===== src/rtl/tpMonPkg.sv =====
package tpMonPkg;
  localparam int BUS_W = 8;

  localparam logic [BUS_W-1:0] CMD_PROG_SETUP  = 8'h80;
  localparam logic [BUS_W-1:0] CMD_PROG_HOLD   = 8'h11;
  localparam logic [BUS_W-1:0] CMD_PROG_NEXT   = 8'h81;
  localparam logic [BUS_W-1:0] CMD_PROG_GO     = 8'h10;
  localparam logic [BUS_W-1:0] CMD_ERASE_SETUP = 8'h60;
  localparam logic [BUS_W-1:0] CMD_ERASE_GO    = 8'hD0;
  localparam logic [BUS_W-1:0] CMD_STATUS      = 8'h70;
  localparam logic [BUS_W-1:0] CMD_RESET       = 8'hFF;

  typedef enum logic [3:0] {
    E_NONE        = 4'd0,
    E_INTERLEAVE  = 4'd1,
    E_PLANE       = 4'd2,
    E_ROW         = 4'd3,
    E_PAIR        = 4'd4,
    E_ADDR_CNT    = 4'd5,
    E_PAGE        = 4'd6,
    E_EXTRA_GROUP = 4'd7,
    E_BUSY        = 4'd8,
    E_UNEXPECTED  = 4'd9
  } errCodeT;

  typedef struct packed {
    logic clrCnt;
    logic shift;
    logic saveFirst;
  } addrStbT;
endpackage


===== src/rtl/twoPlaneAddrPath.sv =====
module twoPlaneAddrPath
  import tpMonPkg::*;
#(
  parameter int PROG_CYCLES = 5,
  parameter int ROW_BYTES   = 3,
  parameter int PLANE_BIT   = 6,
  parameter int PAIR_BIT    = 18,
  parameter int PAGE_BITS   = 6,
  parameter int ROW_BITS    = 19,
  localparam int CNT_W      = $clog2(PROG_CYCLES + 1),
  localparam int ROW_W      = ROW_BYTES * BUS_W
) (
  input  logic             clk,
  input  logic             rstN,
  input  addrStbT          stb,
  input  logic [BUS_W-1:0] busIn,
  output logic [CNT_W-1:0] addrCnt,
  output logic             planeBad,
  output logic             pairBad,
  output logic             pageBad,
  output logic             rowBad
);
  localparam logic [ROW_W-1:0] SPAN     = {ROW_W{1'b1}} >> (ROW_W - ROW_BITS);
  localparam logic [ROW_W-1:0] ROW_MASK = SPAN & ~(ROW_W'(1) << PLANE_BIT)
                                               & ~(ROW_W'(1) << PAIR_BIT);

  logic [ROW_W-1:0] curRow, firstRow, nextRow;

  assign nextRow = {busIn, curRow[ROW_W-1:BUS_W]};

  always_ff @(posedge clk or negedge rstN) begin
    if (!rstN) begin
      addrCnt  <= '0;
      curRow   <= '0;
      firstRow <= '0;
    end else begin
      if (stb.clrCnt) addrCnt <= '0;
      else if (stb.shift) addrCnt <= addrCnt + 1'b1;
      if (stb.shift) curRow <= nextRow;
      if (stb.saveFirst) firstRow <= nextRow;
    end
  end

  assign planeBad = firstRow[PLANE_BIT] | ~nextRow[PLANE_BIT];
  assign pairBad  = firstRow[PAIR_BIT] ^ nextRow[PAIR_BIT];
  assign pageBad  = (|firstRow[PAGE_BITS-1:0]) | (|nextRow[PAGE_BITS-1:0]);
  assign rowBad   = |((firstRow ^ nextRow) & ROW_MASK);

  assert_cnt_bound_R10: assert property (@(posedge clk) disable iff (!rstN)
    addrCnt <= CNT_W'(PROG_CYCLES));
endmodule


===== src/rtl/twoPlaneSeqCtrl.sv =====
module twoPlaneSeqCtrl
  import tpMonPkg::*;
#(
  parameter int PROG_CYCLES  = 5,
  parameter int ERASE_CYCLES = 3,
  localparam int CNT_W       = $clog2(PROG_CYCLES + 1)
) (
  input  logic             clk,
  input  logic             rstN,
  input  logic             cmdValid,
  input  logic             addrValid,
  input  logic             dataValid,
  input  logic [BUS_W-1:0] busIn,
  input  logic             devReady,
  input  logic [CNT_W-1:0] addrCnt,
  input  logic             planeBad,
  input  logic             pairBad,
  input  logic             pageBad,
  input  logic             rowBad,
  output addrStbT          stb,
  output logic             errValid,
  output logic [3:0]       errCode,
  output logic             progDone,
  output logic             eraseDone
);
  localparam logic [CNT_W-1:0] PROG_LAST  = CNT_W'(PROG_CYCLES - 1);
  localparam logic [CNT_W-1:0] ERASE_LAST = CNT_W'(ERASE_CYCLES - 1);

  typedef enum logic [3:0] {
    S_IDLE, S_P1A, S_P1D, S_GAP, S_P2A, S_P2D, S_E1A, S_E1W, S_E2A, S_E2W
  } stateT;

  stateT   state, nxt;
  errCodeT codeNow;
  logic    progNow, eraseNow, inAddr, inWait, lastAddr;

  assign inAddr   = state inside {S_P1A, S_P2A, S_E1A, S_E2A};
  assign inWait   = state inside {S_P1D, S_P2D, S_E1W, S_E2W};
  assign lastAddr = (state inside {S_E1A, S_E2A}) ? (addrCnt == ERASE_LAST)
                                                  : (addrCnt == PROG_LAST);

  always_comb begin
    nxt      = state;
    stb      = '0;
    codeNow  = E_NONE;
    progNow  = 1'b0;
    eraseNow = 1'b0;
    if (cmdValid) begin
      if (busIn == CMD_RESET) nxt = S_IDLE;
      else if (!devReady && busIn != CMD_STATUS) codeNow = E_BUSY;
      else if (inAddr) codeNow = E_ADDR_CNT;
      else if (busIn != CMD_STATUS) begin
        case (state)
          S_IDLE: begin
            if (busIn == CMD_PROG_SETUP) begin nxt = S_P1A; stb.clrCnt = 1'b1; end
            else if (busIn == CMD_ERASE_SETUP) begin nxt = S_E1A; stb.clrCnt = 1'b1; end
          end
          S_P1D: if (busIn == CMD_PROG_HOLD) nxt = S_GAP; else codeNow = E_UNEXPECTED;
          S_GAP: begin
            if (busIn == CMD_PROG_NEXT) begin nxt = S_P2A; stb.clrCnt = 1'b1; end
            else codeNow = E_INTERLEAVE;
          end
          S_P2D: begin
            if (busIn == CMD_PROG_GO) begin progNow = 1'b1; nxt = S_IDLE; end
            else codeNow = E_UNEXPECTED;
          end
          S_E1W, S_E2W: begin
            if (busIn == CMD_ERASE_GO) begin eraseNow = 1'b1; nxt = S_IDLE; end
            else if (busIn == CMD_ERASE_SETUP && state == S_E1W) begin
              nxt = S_E2A; stb.clrCnt = 1'b1;
            end else if (busIn == CMD_ERASE_SETUP) codeNow = E_EXTRA_GROUP;
            else codeNow = E_UNEXPECTED;
          end
          default: nxt = S_IDLE;
        endcase
      end
    end else if (addrValid) begin
      if (inAddr) begin
        stb.shift = 1'b1;
        if (lastAddr) begin
          case (state)
            S_P1A: begin stb.saveFirst = 1'b1; nxt = S_P1D; end
            S_E1A: begin stb.saveFirst = 1'b1; nxt = S_E1W; end
            S_P2A: begin
              if (planeBad) codeNow = E_PLANE;
              else if (pairBad) codeNow = E_PAIR;
              else if (rowBad) codeNow = E_ROW;
              else nxt = S_P2D;
            end
            default: begin
              if (planeBad) codeNow = E_PLANE;
              else if (pairBad) codeNow = E_PAIR;
              else if (pageBad) codeNow = E_PAGE;
              else if (rowBad) codeNow = E_ROW;
              else nxt = S_E2W;
            end
          endcase
        end
      end else if (inWait) codeNow = E_ADDR_CNT;
    end else if (dataValid && inAddr) begin
      codeNow = E_ADDR_CNT;
    end
    if (codeNow != E_NONE) nxt = S_IDLE;
  end

  always_ff @(posedge clk or negedge rstN) begin
    if (!rstN) begin
      state     <= S_IDLE;
      errValid  <= 1'b0;
      errCode   <= '0;
      progDone  <= 1'b0;
      eraseDone <= 1'b0;
    end else begin
      state     <= nxt;
      errValid  <= (codeNow != E_NONE);
      errCode   <= codeNow;
      progDone  <= progNow;
      eraseDone <= eraseNow;
    end
  end

  assert_prog_cause_R2: assert property (@(posedge clk) disable iff (!rstN)
    progDone |-> $past(cmdValid && busIn == CMD_PROG_GO));

  assert_erase_cause_R7: assert property (@(posedge clk) disable iff (!rstN)
    eraseDone |-> $past(cmdValid && busIn == CMD_ERASE_GO));

  assert_gap_interleave_R3: assert property (@(posedge clk) disable iff (!rstN)
    (state == S_GAP && cmdValid && devReady && busIn != CMD_STATUS &&
     busIn != CMD_RESET && busIn != CMD_PROG_NEXT)
    |=> (errValid && errCode == 4'(E_INTERLEAVE)));

  assert_busy_cmd_R11: assert property (@(posedge clk) disable iff (!rstN)
    (cmdValid && !devReady && busIn != CMD_STATUS && busIn != CMD_RESET)
    |=> (errValid && errCode == 4'(E_BUSY)));

  assert_reset_quiet_R12: assert property (@(posedge clk) disable iff (!rstN)
    (cmdValid && busIn == CMD_RESET) |=> (!errValid && !progDone && !eraseDone));
endmodule


===== src/rtl/twoPlaneMonitor.sv =====
module twoPlaneMonitor
  import tpMonPkg::*;
#(
  parameter int PROG_CYCLES  = 5,
  parameter int ERASE_CYCLES = 3,
  parameter int ROW_BYTES    = 3,
  parameter int PLANE_BIT    = 6,
  parameter int PAIR_BIT     = 18,
  parameter int PAGE_BITS    = 6,
  parameter int ROW_BITS     = 19
) (
  input  logic       clk,
  input  logic       rstN,
  input  logic       cmdValid,
  input  logic       addrValid,
  input  logic       dataValid,
  input  logic [7:0] busIn,
  input  logic       devReady,
  output logic       errValid,
  output logic [3:0] errCode,
  output logic       progDone,
  output logic       eraseDone
);
  localparam int CNT_W = $clog2(PROG_CYCLES + 1);

  addrStbT          stb;
  logic [CNT_W-1:0] addrCnt;
  logic             planeBad, pairBad, pageBad, rowBad;

  twoPlaneAddrPath #(
    .PROG_CYCLES(PROG_CYCLES), .ROW_BYTES(ROW_BYTES), .PLANE_BIT(PLANE_BIT),
    .PAIR_BIT(PAIR_BIT), .PAGE_BITS(PAGE_BITS), .ROW_BITS(ROW_BITS)
  ) i_path (
    .clk(clk), .rstN(rstN), .stb(stb), .busIn(busIn), .addrCnt(addrCnt),
    .planeBad(planeBad), .pairBad(pairBad), .pageBad(pageBad), .rowBad(rowBad)
  );

  twoPlaneSeqCtrl #(
    .PROG_CYCLES(PROG_CYCLES), .ERASE_CYCLES(ERASE_CYCLES)
  ) i_ctrl (
    .clk(clk), .rstN(rstN), .cmdValid(cmdValid), .addrValid(addrValid),
    .dataValid(dataValid), .busIn(busIn), .devReady(devReady), .addrCnt(addrCnt),
    .planeBad(planeBad), .pairBad(pairBad), .pageBad(pageBad), .rowBad(rowBad),
    .stb(stb), .errValid(errValid), .errCode(errCode), .progDone(progDone),
    .eraseDone(eraseDone)
  );
endmodule


===== config.mk =====
export PLATFORM = sky130hd
export DESIGN_NAME = twoPlaneMonitor
export DESIGN_NICKNAME = d
export VERILOG_FILES = /design/src/rtl/tpMonPkg.sv /design/src/rtl/twoPlaneAddrPath.sv /design/src/rtl/twoPlaneSeqCtrl.sv /design/src/rtl/twoPlaneMonitor.sv
export SDC_FILE = /design/constraint.sdc
export NUM_CORES = 1
export LEC_CHECK = 0
export ABC_CLOCK_PERIOD_IN_PS = 4100
export BUFFER_PORTS_ARGS = -buffer_cell sky130_fd_sc_hd__buf_4
export CORE_MARGIN = 5
export CORE_UTILIZATION = 60
export CTS_CLUSTER_DIAMETER = 40
export DETAILED_ROUTE_END_ITERATION = 6
export PLACE_DENSITY = 0.79
export RECOVER_POWER = 100
export SYNTH_ARGS = -nofsm -noshare
export SYNTH_HDL_FRONTEND = slang
export SYNTH_SLANG_ARGS = --single-unit

===== constraint.sdc =====
create_clock -name clk -period 4.1 [get_ports clk]
set_clock_uncertainty 0.1 [all_clocks]
set_input_delay 0.41 -clock clk [delete_from_list [all_inputs] [get_ports clk]]
set_output_delay 0.41 -clock clk [all_outputs]
set_load 0.01 [all_outputs]

==> results by group, run 1 <==
Job
  – Maxcap violations: 1

STA
  – Pins Over Slew Limit: 50
  – Finish-stage setup viols: 0
  – Setup WS post-layout: 456 ps
  – Slew margin rel.: -0.686
  – Final hold violations: 0
  – Total Neg Setup Slack: 0 ps
  – Fin crit period: 3640 ps
  – Least-Margin Pin Slew: 2530 ps
  – Final period utilization: 0.889
  – RSZ-0062 raised after global routing: false
  – F_max: 0.274 GHz

Route
  – Final ANT Viol Nets: 0
  – Wl on met1: 2.62 mm
  – Met3 WL post-DR: 432 µm
  – DR iter-0 viols: 192
  – Detail Route met2 WL: 3.28 mm
  – Via count: 2364
  – # DRC: 0
  – Via density: 6.57
  – Routed wire length: 6.59 mm
  – 1st-pass router iterations: 5
  – Max layer used: met4
  – Wire per inst: 18.3 µm

Placement
  – Pre-CTS setup slack: 826 ps
  – Post-DP HPWL: 4.86 mm
  – Placed cells: 353
  – I/O Buffers: 20
  – GP Congestion: 0.982

Cells and area
  – Fin nets: 308
  – Most common cell after layout, fill and taps aside: dfrtp_1
  – Fill count: 431
  – Ratio of cells with drive above 1 in the final layout: 0.232
  – Multi-input gate area: 1590 µm²
  – Commonest cells after routing, fill and taps aside: dfrtp_1, mux2_2, nand2_1
  – Antenna diodes: 0
  – Register area: 1230 µm²
  – Utilization after layout: 0.660
  – Final std cells w/o fill: 360
  – P&R area growth vs syn: 6.77%

Synthesis
  – Synthesis Warnings: 0
  – Sequential area share after synthesis: 0.417
  – #FFs+latches synth: 49
  – Synth Flop Type: dfrtp_1
  – EDFF count, synth: 0
  – Ys async rst share: 1.00
  – Post-synthesis cell count: 278
  – Count of cell types in the netlist: 68
  – Post-synthesis cell area: 2940 µm²
  – Synth Net Count: 293
  – Avg Inst Size Synth: 10.6 µm²

Critical path
  – Critical Path AT: 3700 ps
  – Critical-path maximum fanout: 9
  – Critical Path Start Type: input pin
  – Worst Setup End Kind: flip-flop
  – Crit path buf inv count: 1
  – Slowest stage delay, CP: 1110 ps
  – Worst path required time: 4150 ps
  – Capturing point of the worst reg2reg path: i_path.firstRow[13]
  – Slowest cell on crit path: nor4_1
  – Worst path cell trace: clkbuf_1, nor4_1, o211ai_1, a222oi_1, nand3_1, a221o_1, or3_1, a2111oi_0
  – Reg2reg start: i_ctrl.state[3]
  – CP Class: input pin to flip-flop
  – R2R setup slack: 630 ps
  – CP delay by family, top: simple AND/OR/NAND/NOR gates
  – Worst R2R Path Depth: 6

Worst hold path
  – Hold endpoint: i_path.curRow[19]
  – Worst min path class: input pin to flip-flop
  – WHS Path Cells: 2
  – Worst hold start: busIn[3]

Global route
  – Grt total ovfl: 0
  – Initial antenna violation count: 0
  – Largest net degree at the start of global routing: 50
  – Vias in the first global route: 2276
  – First-pass GRT wire length: 11.1 mm
  – GRT Util Overall: 0.225

Clocking
  – Clk_lat worst skew: 300 ps
  – CTS tree: yes
  – Hold-fix buffers, CTS: 0
  – Clock Tree Root: clkbuf_8
  – CTS Buf Count: 5
  – # Post-CTS Setup Buffers: 0
  – Max Buffers Root-to-Sink: 2
  – Cts repair resizes: 0
  – Clock transition at path regs: 90 ps
  – CTS H-tree depth: 2
  – # clock sinks: 49

Power and ir drop
  – PD cells: 611 nW/µm²
  – Int Pwr: 1140 µW
  – Comb power frac: 0.433
  – Reg power frac: 0.418
  – NetSw: 773 µW
  – Clk pwr share: 0.150
  – Pleak: 0.00134 µW
  – Max VDD drop: 0.353 mV
  – Sw Share: 0.403

Outcome
  – Failing checks: max-capacitance violations, max-slew violations
  – Status: finished with violations

Floorplanning
  – Core area: 4750 µm²
  – I/O Pins: 21
  – Initial Util: 0.618
  – Cell Rows: 25
  – Die Wd: 80.0 µm
  – Vert. Die Dim: 80.0 µm
  – Die Area: 6400 µm²
## worst register-to-register path: stages, from the launching register on
cell and delay, ps:
dfrtp_1 730, or4b_2 660, a2111o_1 400, a211oi_1 470, and2_0 190, clkbuf_2 410
mux2_2 400
## worst max path at each step
stage	startpoint	endpoint	cells after the start
6_report	busIn[0]	i_ctrl.state[2]	8
5_1_grt	busIn[0]	i_ctrl.state[3]	8
4_1_cts	i_ctrl.state[3]	i_path.firstRow[18]	6
3_5_place_dp	i_ctrl.state[3]	i_path.firstRow[18]	6
3_3_place_gp	i_ctrl.state[3]	i_path.firstRow[16]	6
2_1_floorplan	i_ctrl.state[1]	i_path.firstRow[17]	7
## power by group through the flow
stage	Clock, µW	Sequential, µW	Combinational (µW)
floorplan	0	736	688
global placement	0	804	839
detailed placement	0	809	850
CTS	294	798	858
global route	322	825	904
finish	287	801	829
## flip-flops by register name, summed over array words and instances, names as in the netlist
register	cells
i_ctrl.errCode	4
i_ctrl.progDone	1
i_ctrl.state	4
i_path.curRow	16
i_path.addrCnt	3
i_ctrl.eraseDone	1
i_path.firstRow	19
i_ctrl.errValid	1
## through the flow
stage	area [µm²]	hold WS (ps)	total power [µW]
after detailed placement	3110	363	1660
after global placement	3110	360	1640
after CTS	3200	32.1	1950
after global routing	3140	290	2050
final	3140	285	1920
after floorplan	2940	14.4	1420
## cell families (layout without fill, tap and decap cells)
family,Yosys count,after routing,synth area share
and+or+nand+nor,91,91,0.194
AOI/OAI and AO/OA,60,60,0.151
DFF,49,49,0.417
muxes,35,35,0.134
xor gates and xnor gates,22,22,0.0656
buffers and inverters,20,35,0.0341
adders and majority gates,1,1,0.00426
## cell usage after synthesis (all sizes together), types with 2 or more instances
cell | number | area [µm²]
nor2b | 4 | 25.0
nand2b | 2 | 12.5
a2bb2oi | 2 | 23.8
and3 | 3 | 21.3
a21o | 3 | 22.5
and2 | 3 | 20.0
nor3b | 3 | 22.5
inv | 5 | 18.8
a21oi | 12 | 60.1
o211ai | 2 | 15.0
o21ai | 6 | 30.0
a2111oi | 2 | 18.8
dfrtp | 49 | 1230
a31oi | 2 | 12.5
and3b | 2 | 18.8
o32ai | 4 | 35.0
nor4b | 3 | 38.8
or4 | 2 | 22.5
nor4 | 6 | 52.6
nand2 | 19 | 73.8
a31o | 3 | 26.3
clkbuf | 4 | 15.0
o211a | 2 | 20.0
nor2 | 12 | 52.6
or2 | 3 | 18.8
xor2 | 6 | 52.6
xnor2 | 16 | 140
nand3 | 8 | 40.0
buf | 11 | 66.3
a211oi | 7 | 52.6
o22ai | 2 | 12.5
nand4 | 6 | 37.5
a22oi | 2 | 15.0
nand4b | 2 | 17.5
nor3 | 6 | 30.0
mux2 | 35 | 394
## routing by layer
metal / up-vias / GRT usage
met5: - / 0
met1: 1150 / 0.281
met2: 107 / 0.363
met3: 26 / 0.0474
met4: 0 / 0.118
li1: 1081 / -
## final cells by class
class / instances / share of cell area
Clock buffer: 6 / 0.0263
Clock inverter: 1 / 0.00239
Inverter: 5 / 0.00598
Multi-Input combinational cell: 209 / 0.506
Sequential cell: 49 / 0.391
Tap cell: 67 / 0.0267
Timing Repair Buffer: 23 / 0.0423
Power figures use the tool's default switching activity.
==> run 2, diff against run 1 <==
--- a/config.mk
+++ b/config.mk
@@ -5,7 +5,7 @@
 export SDC_FILE = /design/constraint.sdc
 export NUM_CORES = 1
 export LEC_CHECK = 0
-export ABC_CLOCK_PERIOD_IN_PS = 4100
+export ABC_CLOCK_PERIOD_IN_PS = 4530
 export BUFFER_PORTS_ARGS = -buffer_cell sky130_fd_sc_hd__buf_4
 export CORE_MARGIN = 5
 export CORE_UTILIZATION = 60
==> constraint.sdc (replaced) <==
create_clock -name clk -period 4.53 [get_ports clk]
set_clock_uncertainty 0.1 [all_clocks]
set_input_delay 0.453 -clock clk [delete_from_list [all_inputs] [get_ports clk]]
set_output_delay 0.453 -clock clk [all_outputs]
set_load 0.01 [all_outputs]
==> run 2 against run 1 <==
The run still ends with max-capacitance violations, max-slew violations left. Worst setup slack better by 400 ps. Clock power fell by 7.3%. Non-clock buffer count shrank 1. Final area is 0.16% lower. Power fell by 9.5%. Clock-buffer cell count unchanged. Largest power group is now registers. Highest routed layer unchanged.
==> results by group, run 2 (synthesis gave the netlist of run 1 again) <==
Global route
  – Initial antenna violation count: 0 (unchanged)
  – First-pass GRT wire length: 11.6 mm (+4.9%)
  – Largest net degree at the start of global routing: 50 (unchanged)
  – GRT Util Overall: 0.232 (+0.00734)
  – Grt total ovfl: 0 (unchanged)
  – Vias in the first global route: 2400 (+5.4%)

Cells and area
  – Final std cells w/o fill: 359 (-0.28%)
  – Antenna diodes: 0 (unchanged)
  – Most common cell after layout, fill and taps aside: dfrtp_1
  – Ratio of cells with drive above 1 in the final layout: 0.229 (-0.00263)
  – Largest reg by FF count: i_path.firstRow
  – Fill count: 406 (-5.8%)
  – Largest register FFs: 19 (unchanged)
  – Commonest cells after routing, fill and taps aside: dfrtp_1, mux2_2, nand2_1
  – Largest registers: i_path.firstRow: 19 flops, i_path.curRow: 16 flops
  – Fin nets: 307 (-0.32%)
  – P&R area growth vs syn: 6.60%
  – Final Instance Area: 3130 µm² (-0.16%)

Critical path
  – Worst path required time: 4600 ps (+450 ps)
  – Critical-path maximum fanout: 9 (unchanged)
  – CP Class: input pin to flip-flop
  – Capturing point of the worst reg2reg path: i_path.firstRow[13]
  – Slowest cell on crit path: nor4_1
  – Worst R2R Path Depth: 6 (unchanged)
  – Worst Setup End Kind: flip-flop
  – Slowest stage delay, CP: 1150 ps (+40 ps)
  – Critical Path Start Type: input pin
  – Worst path cell trace: clkbuf_1, nor4_1, nand2_2, a222oi_1, nand3_1, a221o_1, or3_1, a2111oi_0
  – R2R setup slack: 1100 ps (+470 ps)
  – Critical Path AT: 3740 ps (+40 ps)
  – Reg2reg start: i_ctrl.state[3]

Route
  – Wire per inst: 18.7 µm (+2.4%)
  – DR iter-0 viols: 169 (-12%)
  – Routed wire length: 6.73 mm (+2.1%)
  – Final ANT Viol Nets: 0 (unchanged)
  – 1st-pass router iterations: 6 (+1)
  – Via density: 6.47 (-1.4%)
  – Via count: 2324 (-1.7%)
  – # DRC: 0 (unchanged)

Clocking
  – Clock Tree Root: clkbuf_8
  – Max Buffers Root-to-Sink: 2 (unchanged)
  – CTS H-tree depth: 2 (unchanged)
  – Cts repair resizes: 0 (unchanged)
  – Clk_lat worst skew: 310 ps (about the same)
  – # Post-CTS Setup Buffers: 0 (unchanged)
  – CTS Buf Count: 5 (unchanged)
  – Clock transition at path regs: 90 ps (about the same)
  – # clock sinks: 49 (unchanged)
  – Hold-fix buffers, CTS: 0 (unchanged)
  – CTS tree: yes

STA
  – RSZ-0062 raised after global routing: false
  – Least-Margin Pin Slew: 2550 ps (+17.9 ps)
  – Total Neg Setup Slack: 0 ps (unchanged)
  – F_max: 0.272 GHz
  – Final period utilization: 0.812
  – Pins Over Slew Limit: 50 (unchanged)
  – Worst hold slack: 321 ps (+36.0 ps)
  – Slew margin rel.: -0.698 (-0.0119)
  – Final hold violations: 0 (unchanged)
  – Fin crit period: 3680 ps
  – Finish-stage setup viols: 0 (unchanged)

Power and ir drop
  – Max VDD drop: 0.295 mV (-16%)
  – PD cells: 554 nW/µm² (-9.4%)
  – Tot Pwr: 1730 µW (-9.5%)
  – Pleak: 0.00133 µW (-0.34%)

Job
  – Maxcap violations: 1 (unchanged)

Worst hold path
  – Worst hold start: busIn[3]
  – Hold endpoint: i_path.curRow[19]
  – WHS Path Cells: 2 (unchanged)
  – Worst min path class: input pin to flip-flop

Floorplanning
  – Vert. Die Dim: 80.0 µm (unchanged)
  – Cell Rows: 25 (unchanged)
  – Die Area: 6400 µm² (unchanged)
  – Die Wd: 80.0 µm (unchanged)
  – I/O Pins: 21 (unchanged)
  – Core area: 4750 µm² (unchanged)
  – Initial Util: 0.618 (unchanged)

Placement
  – I/O Buffers: 20 (unchanged)
  – Placed instance area: 3110 µm² (-0.24%)
  – GP Congestion: 1.01 (+3.3%)
  – Placed cells: 352 (-0.28%)
  – Post-DP HPWL: 4.86 mm (about the same)

Outcome
  – Failing checks: max-capacitance violations, max-slew violations
  – Status: finished with violations
run 2: cell types whose count changed in the layout (fill, tap and decap cells not counted), sizes merged:
| cell | previous run | this run |
|---|---|---|
| clkbuf | 17 | 16 |
run 2: layer usage:
| metal | GRT usage | up-vias | share of wire |
|---|---|---|---|
| li1 | - | 1071 | - |
| met1 | 0.292 | 1143 | 0.42 |
| met2 | 0.392 | 89 | 0.49 |
| met3 | 0.0429 | 21 | 0.063 |
| met4 | 0.0929 | 0 | 0.031 |
| met5 | 0 | - | 0 |
run 2: report_power, final:
part | internal (µW) | total [µW] | leakage (µW) | switching [µW]
Combinational | 349 | 726 | 0.000645 | 377
Sequential | 560 | 743 | 0.000644 | 183
Clock | 121 | 266 | 0.0000433 | 145
Total | 1030 | 1730 | 0.00133 | 705
run 2: layout make-up:
| cell class | count | area [µm²] | share of cell area |
|---|---|---|---|
| multi-input cells | 209 | 1590 | 0.506 |
| flip-flops and latches | 49 | 1230 | 0.391 |
| repair buffers | 22 | 128 | 0.0407 |
| well taps | 67 | 83.8 | 0.0268 |
| clock buffers | 6 | 82.6 | 0.0264 |
| inverters | 5 | 18.8 | 0.00599 |
| clock inverters | 1 | 7.51 | 0.00240 |
run 2: worst max-delay path by stage:
stage | to | start | slack, ps
global route | i_ctrl.state[2] | busIn[0] | 570
CTS | i_path.firstRow[9] | i_ctrl.state[3] | 1170
detailed placement | i_path.firstRow[4] | i_ctrl.state[3] | 1190
floorplan | i_path.firstRow[17] | i_ctrl.state[1] | 1630
global placement | i_path.firstRow[7] | i_ctrl.state[3] | 1180
finish | i_ctrl.state[2] | busIn[0] | 850
run 2: through the flow:
| stage | setup slack [ps] | util |
|---|---|---|
| global route | 572 | 0.659 |
| detailed placement | 1190 | 0.653 |
| finish | 851 | 0.659 |
| floorplan | 1630 | - |
| CTS | 1170 | 0.672 |
| global placement | 1180 | 0.653 |
run 2: critical path: cells and delay by family:
| kind | cells | cell delay, ps |
|---|---|---|
| buf+inv | 1 | 170 |
| compound gates | 3 | 1330 |
| simple gates | 4 | 1780 |
==> run 3, diff against run 2 <==
--- a/config.mk
+++ b/config.mk
@@ -5,7 +5,8 @@
 export SDC_FILE = /design/constraint.sdc
 export NUM_CORES = 1
 export LEC_CHECK = 0
-export ABC_CLOCK_PERIOD_IN_PS = 4530
+export ABC_AREA = 1
+export ABC_CLOCK_PERIOD_IN_PS = 3570
 export BUFFER_PORTS_ARGS = -buffer_cell sky130_fd_sc_hd__buf_4
 export CORE_MARGIN = 5
 export CORE_UTILIZATION = 60
==> constraint.sdc (replaced) <==
create_clock -name clk -period 3.57 [get_ports clk]
set_clock_uncertainty 0.1 [all_clocks]
set_input_delay 0.357 -clock clk [delete_from_list [all_inputs] [get_ports clk]]
set_output_delay 0.357 -clock clk [all_outputs]
set_load 0.01 [all_outputs]
==> run 3 against run 2 <==
Critical endpoint is now i_path.firstRow[1]. Global-route usage fell by 0.22 points. Power up 35%. First-iteration DRC count is 52% higher. Hold slack lost 110 ps. Largest cell class unchanged. Flip-flop and latch count unchanged. Worst setup slack better by 23 ps. Sequential share of layout area shrank 2.1 points. Register-to-register slack got worse by 230 ps. Utilization is 1.0 points lower. Routed wire length rose by 6.4%. The run now ends clean. Via count is 21% higher. Clock power rose by 57%.
==> results by group, run 3 <==
Power and ir drop
  – Pleak: 0.00173 µW (+30%)
  – PD cells: 708 nW/µm² (+28%)
  – Tot Pwr: 2340 µW (+35%)
  – Max VDD drop: 0.353 mV (+20%)

Placement
  – Placed instance area: 3340 µm² (+7.7%)
  – Post-DP HPWL: 5.35 mm (+10%)
  – GP Congestion: 0.897 (-12%)
  – I/O Buffers: 20 (unchanged)

STA
  – Pins Over Slew Limit: 0 (-100%)
  – F_max: 0.371 GHz
  – Total Neg Setup Slack: 0 ps (unchanged)
  – Least-Margin Pin Slew: 1200 ps (-1350 ps)
  – Final period utilization: 0.755
  – Final hold violations: 0 (unchanged)
  – Fin crit period: 2700 ps
  – RSZ-0062 raised after global routing: false
  – Slew margin rel.: 0.200 (+0.898)
  – Finish-stage setup viols: 0 (unchanged)

Synthesis
  – Ys async rst share: 1.00 (unchanged)
  – Synth Area in Simple Gates: 0.377 (+0.183)
  – Most frequent cell after synthesis: nand2_1
  – Count of cell types in the netlist: 36 (-47%)
  – #FFs+latches synth: 49 (unchanged)
  – Post-Synth Adder-Cell Area: 0.00396 (-0.000294)
  – Yosys top cell by area: dfrtp_1
  – Synthesis Warnings: 0 (unchanged)
  – Sequential area share after synthesis: 0.388 (-0.0288)
  – Top cells by count, synth: nand2_1, inv_1, dfrtp_1, nor2_1, o21ai_0
  – Main combinational cell family by area after synthesis: simple AND/OR/NAND/NOR gates
  – Complex-gate fraction of the synthesized area: 0.103 (-0.0473)
  – Post-synthesis mux area share: 0.0127 (-0.121)
  – Area share of the largest cell type after synthesis: 0.388 (-0.0288)
  – Avg Inst Size Synth: 7.11 µm² (-33%)
  – Synth Net Count: 459 (+57%)
  – EDFF count, synth: 0 (unchanged)
  – Synth Flop Type: dfrtp_1
  – XOR/XNOR Fraction of Synth Area: 0.0222 (-0.0434)
  – Post-synthesis cell area: 3160 µm² (+7.4%)
  – Most area-consuming cells after synthesis: dfrtp_1, nand2_1, inv_1
  – Post-synthesis cell count: 444 (+60%)

Clocking
  – Clock Tree Root: clkbuf_8
  – CTS Buf Count: 5 (unchanged)
  – # Post-CTS Setup Buffers: 0 (unchanged)
  – CTS tree: yes
  – Clock transition at path regs: 100 ps (about the same)
  – Max Buffers Root-to-Sink: 2 (unchanged)
  – Cts repair resizes: 0 (unchanged)
  – # clock sinks: 49 (unchanged)
  – CTS H-tree depth: 2 (unchanged)
  – Clk_lat worst skew: 310 ps (about the same)

Worst hold path
  – Worst hold start: busIn[6]
  – Worst min path class: input pin to flip-flop
  – WHS Path Cells: 3 (+1)

Cells and area
  – Utilization after layout: 0.649 (-0.0102)
  – Largest register FFs: 19 (unchanged)
  – Antenna diodes: 0 (unchanged)
  – Largest reg by FF count: i_path.firstRow
  – P&R area growth vs syn: 4.95%
  – Commonest cells after routing, fill and taps aside: nand2_1, inv_1, nor2_1, dfrtp_1, o21ai_0
  – Largest registers: i_path.firstRow: 19 flops, i_path.curRow: 16 flops
  – Final Instance Area: 3310 µm² (+5.8%)
  – Fill count: 495 (+22%)
  – Most common cell after layout, fill and taps aside: nand2_1
  – Fin nets: 480 (+56%)
  – Ratio of cells with drive above 1 in the final layout: 0.0837 (-0.146)

Critical path
  – Worst Setup End Kind: flip-flop
  – Critical Path AT: 2780 ps (-960 ps)
  – Worst R2R Path Depth: 9 (+3)
  – Critical-path maximum fanout: 36 (+27)
  – Reg2reg start: i_ctrl.state[1]
  – CP Class: flip-flop to flip-flop
  – Critical Path Start Type: flip-flop
  – Worst path required time: 3660 ps (-940 ps)
  – Crit path from: i_ctrl.state[1]

Global route
  – First-pass GRT wire length: 12.0 mm (+3.1%)
  – Initial antenna violation count: 0 (unchanged)
  – Grt total ovfl: 0 (unchanged)
  – GRT Util Overall: 0.230 (-0.00216)
  – Vias in the first global route: 2586 (+7.8%)
  – Grt met3 use: 0.0477 (+0.00483)
  – Met2 usage: 0.349 (-0.0430)
  – Top Usage Layer GRT: met2
  – GR Layer Usage met1: 0.330 (+0.0372)
  – Largest net degree at the start of global routing: 50 (unchanged)

Job
  – Maxcap violations: 0 (-1)

Route
  – Via density: 5.23 (-19%)
  – DR iter-0 viols: 257 (+52%)
  – 1st-pass router iterations: 5 (-1)
  – Routed wire length: 7.16 mm (+6.4%)
  – Via count: 2804 (+21%)
  – Wire per inst: 13.4 µm (-29%)
  – # DRC: 0 (unchanged)
  – Final ANT Viol Nets: 0 (unchanged)

Floorplanning
  – Die Area: 6810 µm² (+6.5%)
  – Die Wd: 82.5 µm (+3.2%)
  – Initial Util: 0.618 (about the same)
  – Cell Rows: 26 (+4.0%)
  – I/O Pins: 21 (unchanged)
  – Vert. Die Dim: 82.5 µm (+3.2%)
  – Core area: 5110 µm² (+7.4%)

Outcome
  – Status: finished clean
-- run 3: layout make-up --
type / count / area, µm² / share of cell area
multi-input combinational: 325 / 1520 / 0.458
inverter: 62 / 233 / 0.0702
clock buffer: 5 / 68.8 / 0.0208
sequential: 49 / 1230 / 0.370
clock inverter: 3 / 50.0 / 0.0151
timing repair buffer: 22 / 131 / 0.0397
tap: 70 / 87.6 / 0.0264
-- run 3: stage by stage --
stage                     std cells  worst slack [ps]  hold slack [ps]
after floorplan                 444              1670            -38.6
after global placement          527              1350              310
after detailed placement        527              1260              313
after CTS                       536              1240              200
after global routing            536               680              224
final                           536               874              207
-- run 3: where the power goes --
| part | switching (µW) | internal (µW) | leakage (µW) |
|---|---|---|---|
| registers | 141 | 705 | 0.000654 |
| clock network | 203 | 215 | 0.0000603 |
| logic | 710 | 370 | 0.00102 |
-- run 3: path summary, 6_finish.rpt --
kind	end	slack, ps
hold reg to reg	i_path.curRow[14]	400
setup / recovery	i_path.firstRow[1]	870
max in group asynchronous	i_path.firstRow[1]	1920
min in group asynchronous	i_path.firstRow[2]	730
setup reg to reg	i_path.firstRow[1]	870
hold / removal	i_path.curRow[22]	210
-- run 3: cell families (layout without fill, tap and decap cells) --
family / after synthesis / in the layout
and+or+nand+nor: 261 / 261
xor gates and xnor gates: 8 / 8
muxes: 3 / 3
adders and majority gates: 1 / 1
AOI/OAI and AO/OA: 52 / 52
DFF: 49 / 49
buffers and inverters: 70 / 92
-- run 3: worst max-delay path, stage by stage (launching register included) --
cell and delay (ps):
dfrtp_1 460, inv_1 100, nand2_1 100, nor2_1 220, nor2_4 60, nand2_1 180
nand4_1 210, nor3_1 390, nand2_4 320, mux2_1 420
-- run 3: routing by layer --
| layer | up-vias | share of wire |
|---|---|---|
| li1 | 1429 | - |
| met4 | 0 | 0.018 |
| met1 | 1259 | 0.49 |
| met5 | - | 0 |
| met2 | 99 | 0.42 |
| met3 | 17 | 0.065 |
-- run 3: repair_timing --
action / CTS / global route
hold endpoints to repair: 49 / 0
hold buffers: 1 / 0
setup endpoints to repair: 0 / 0
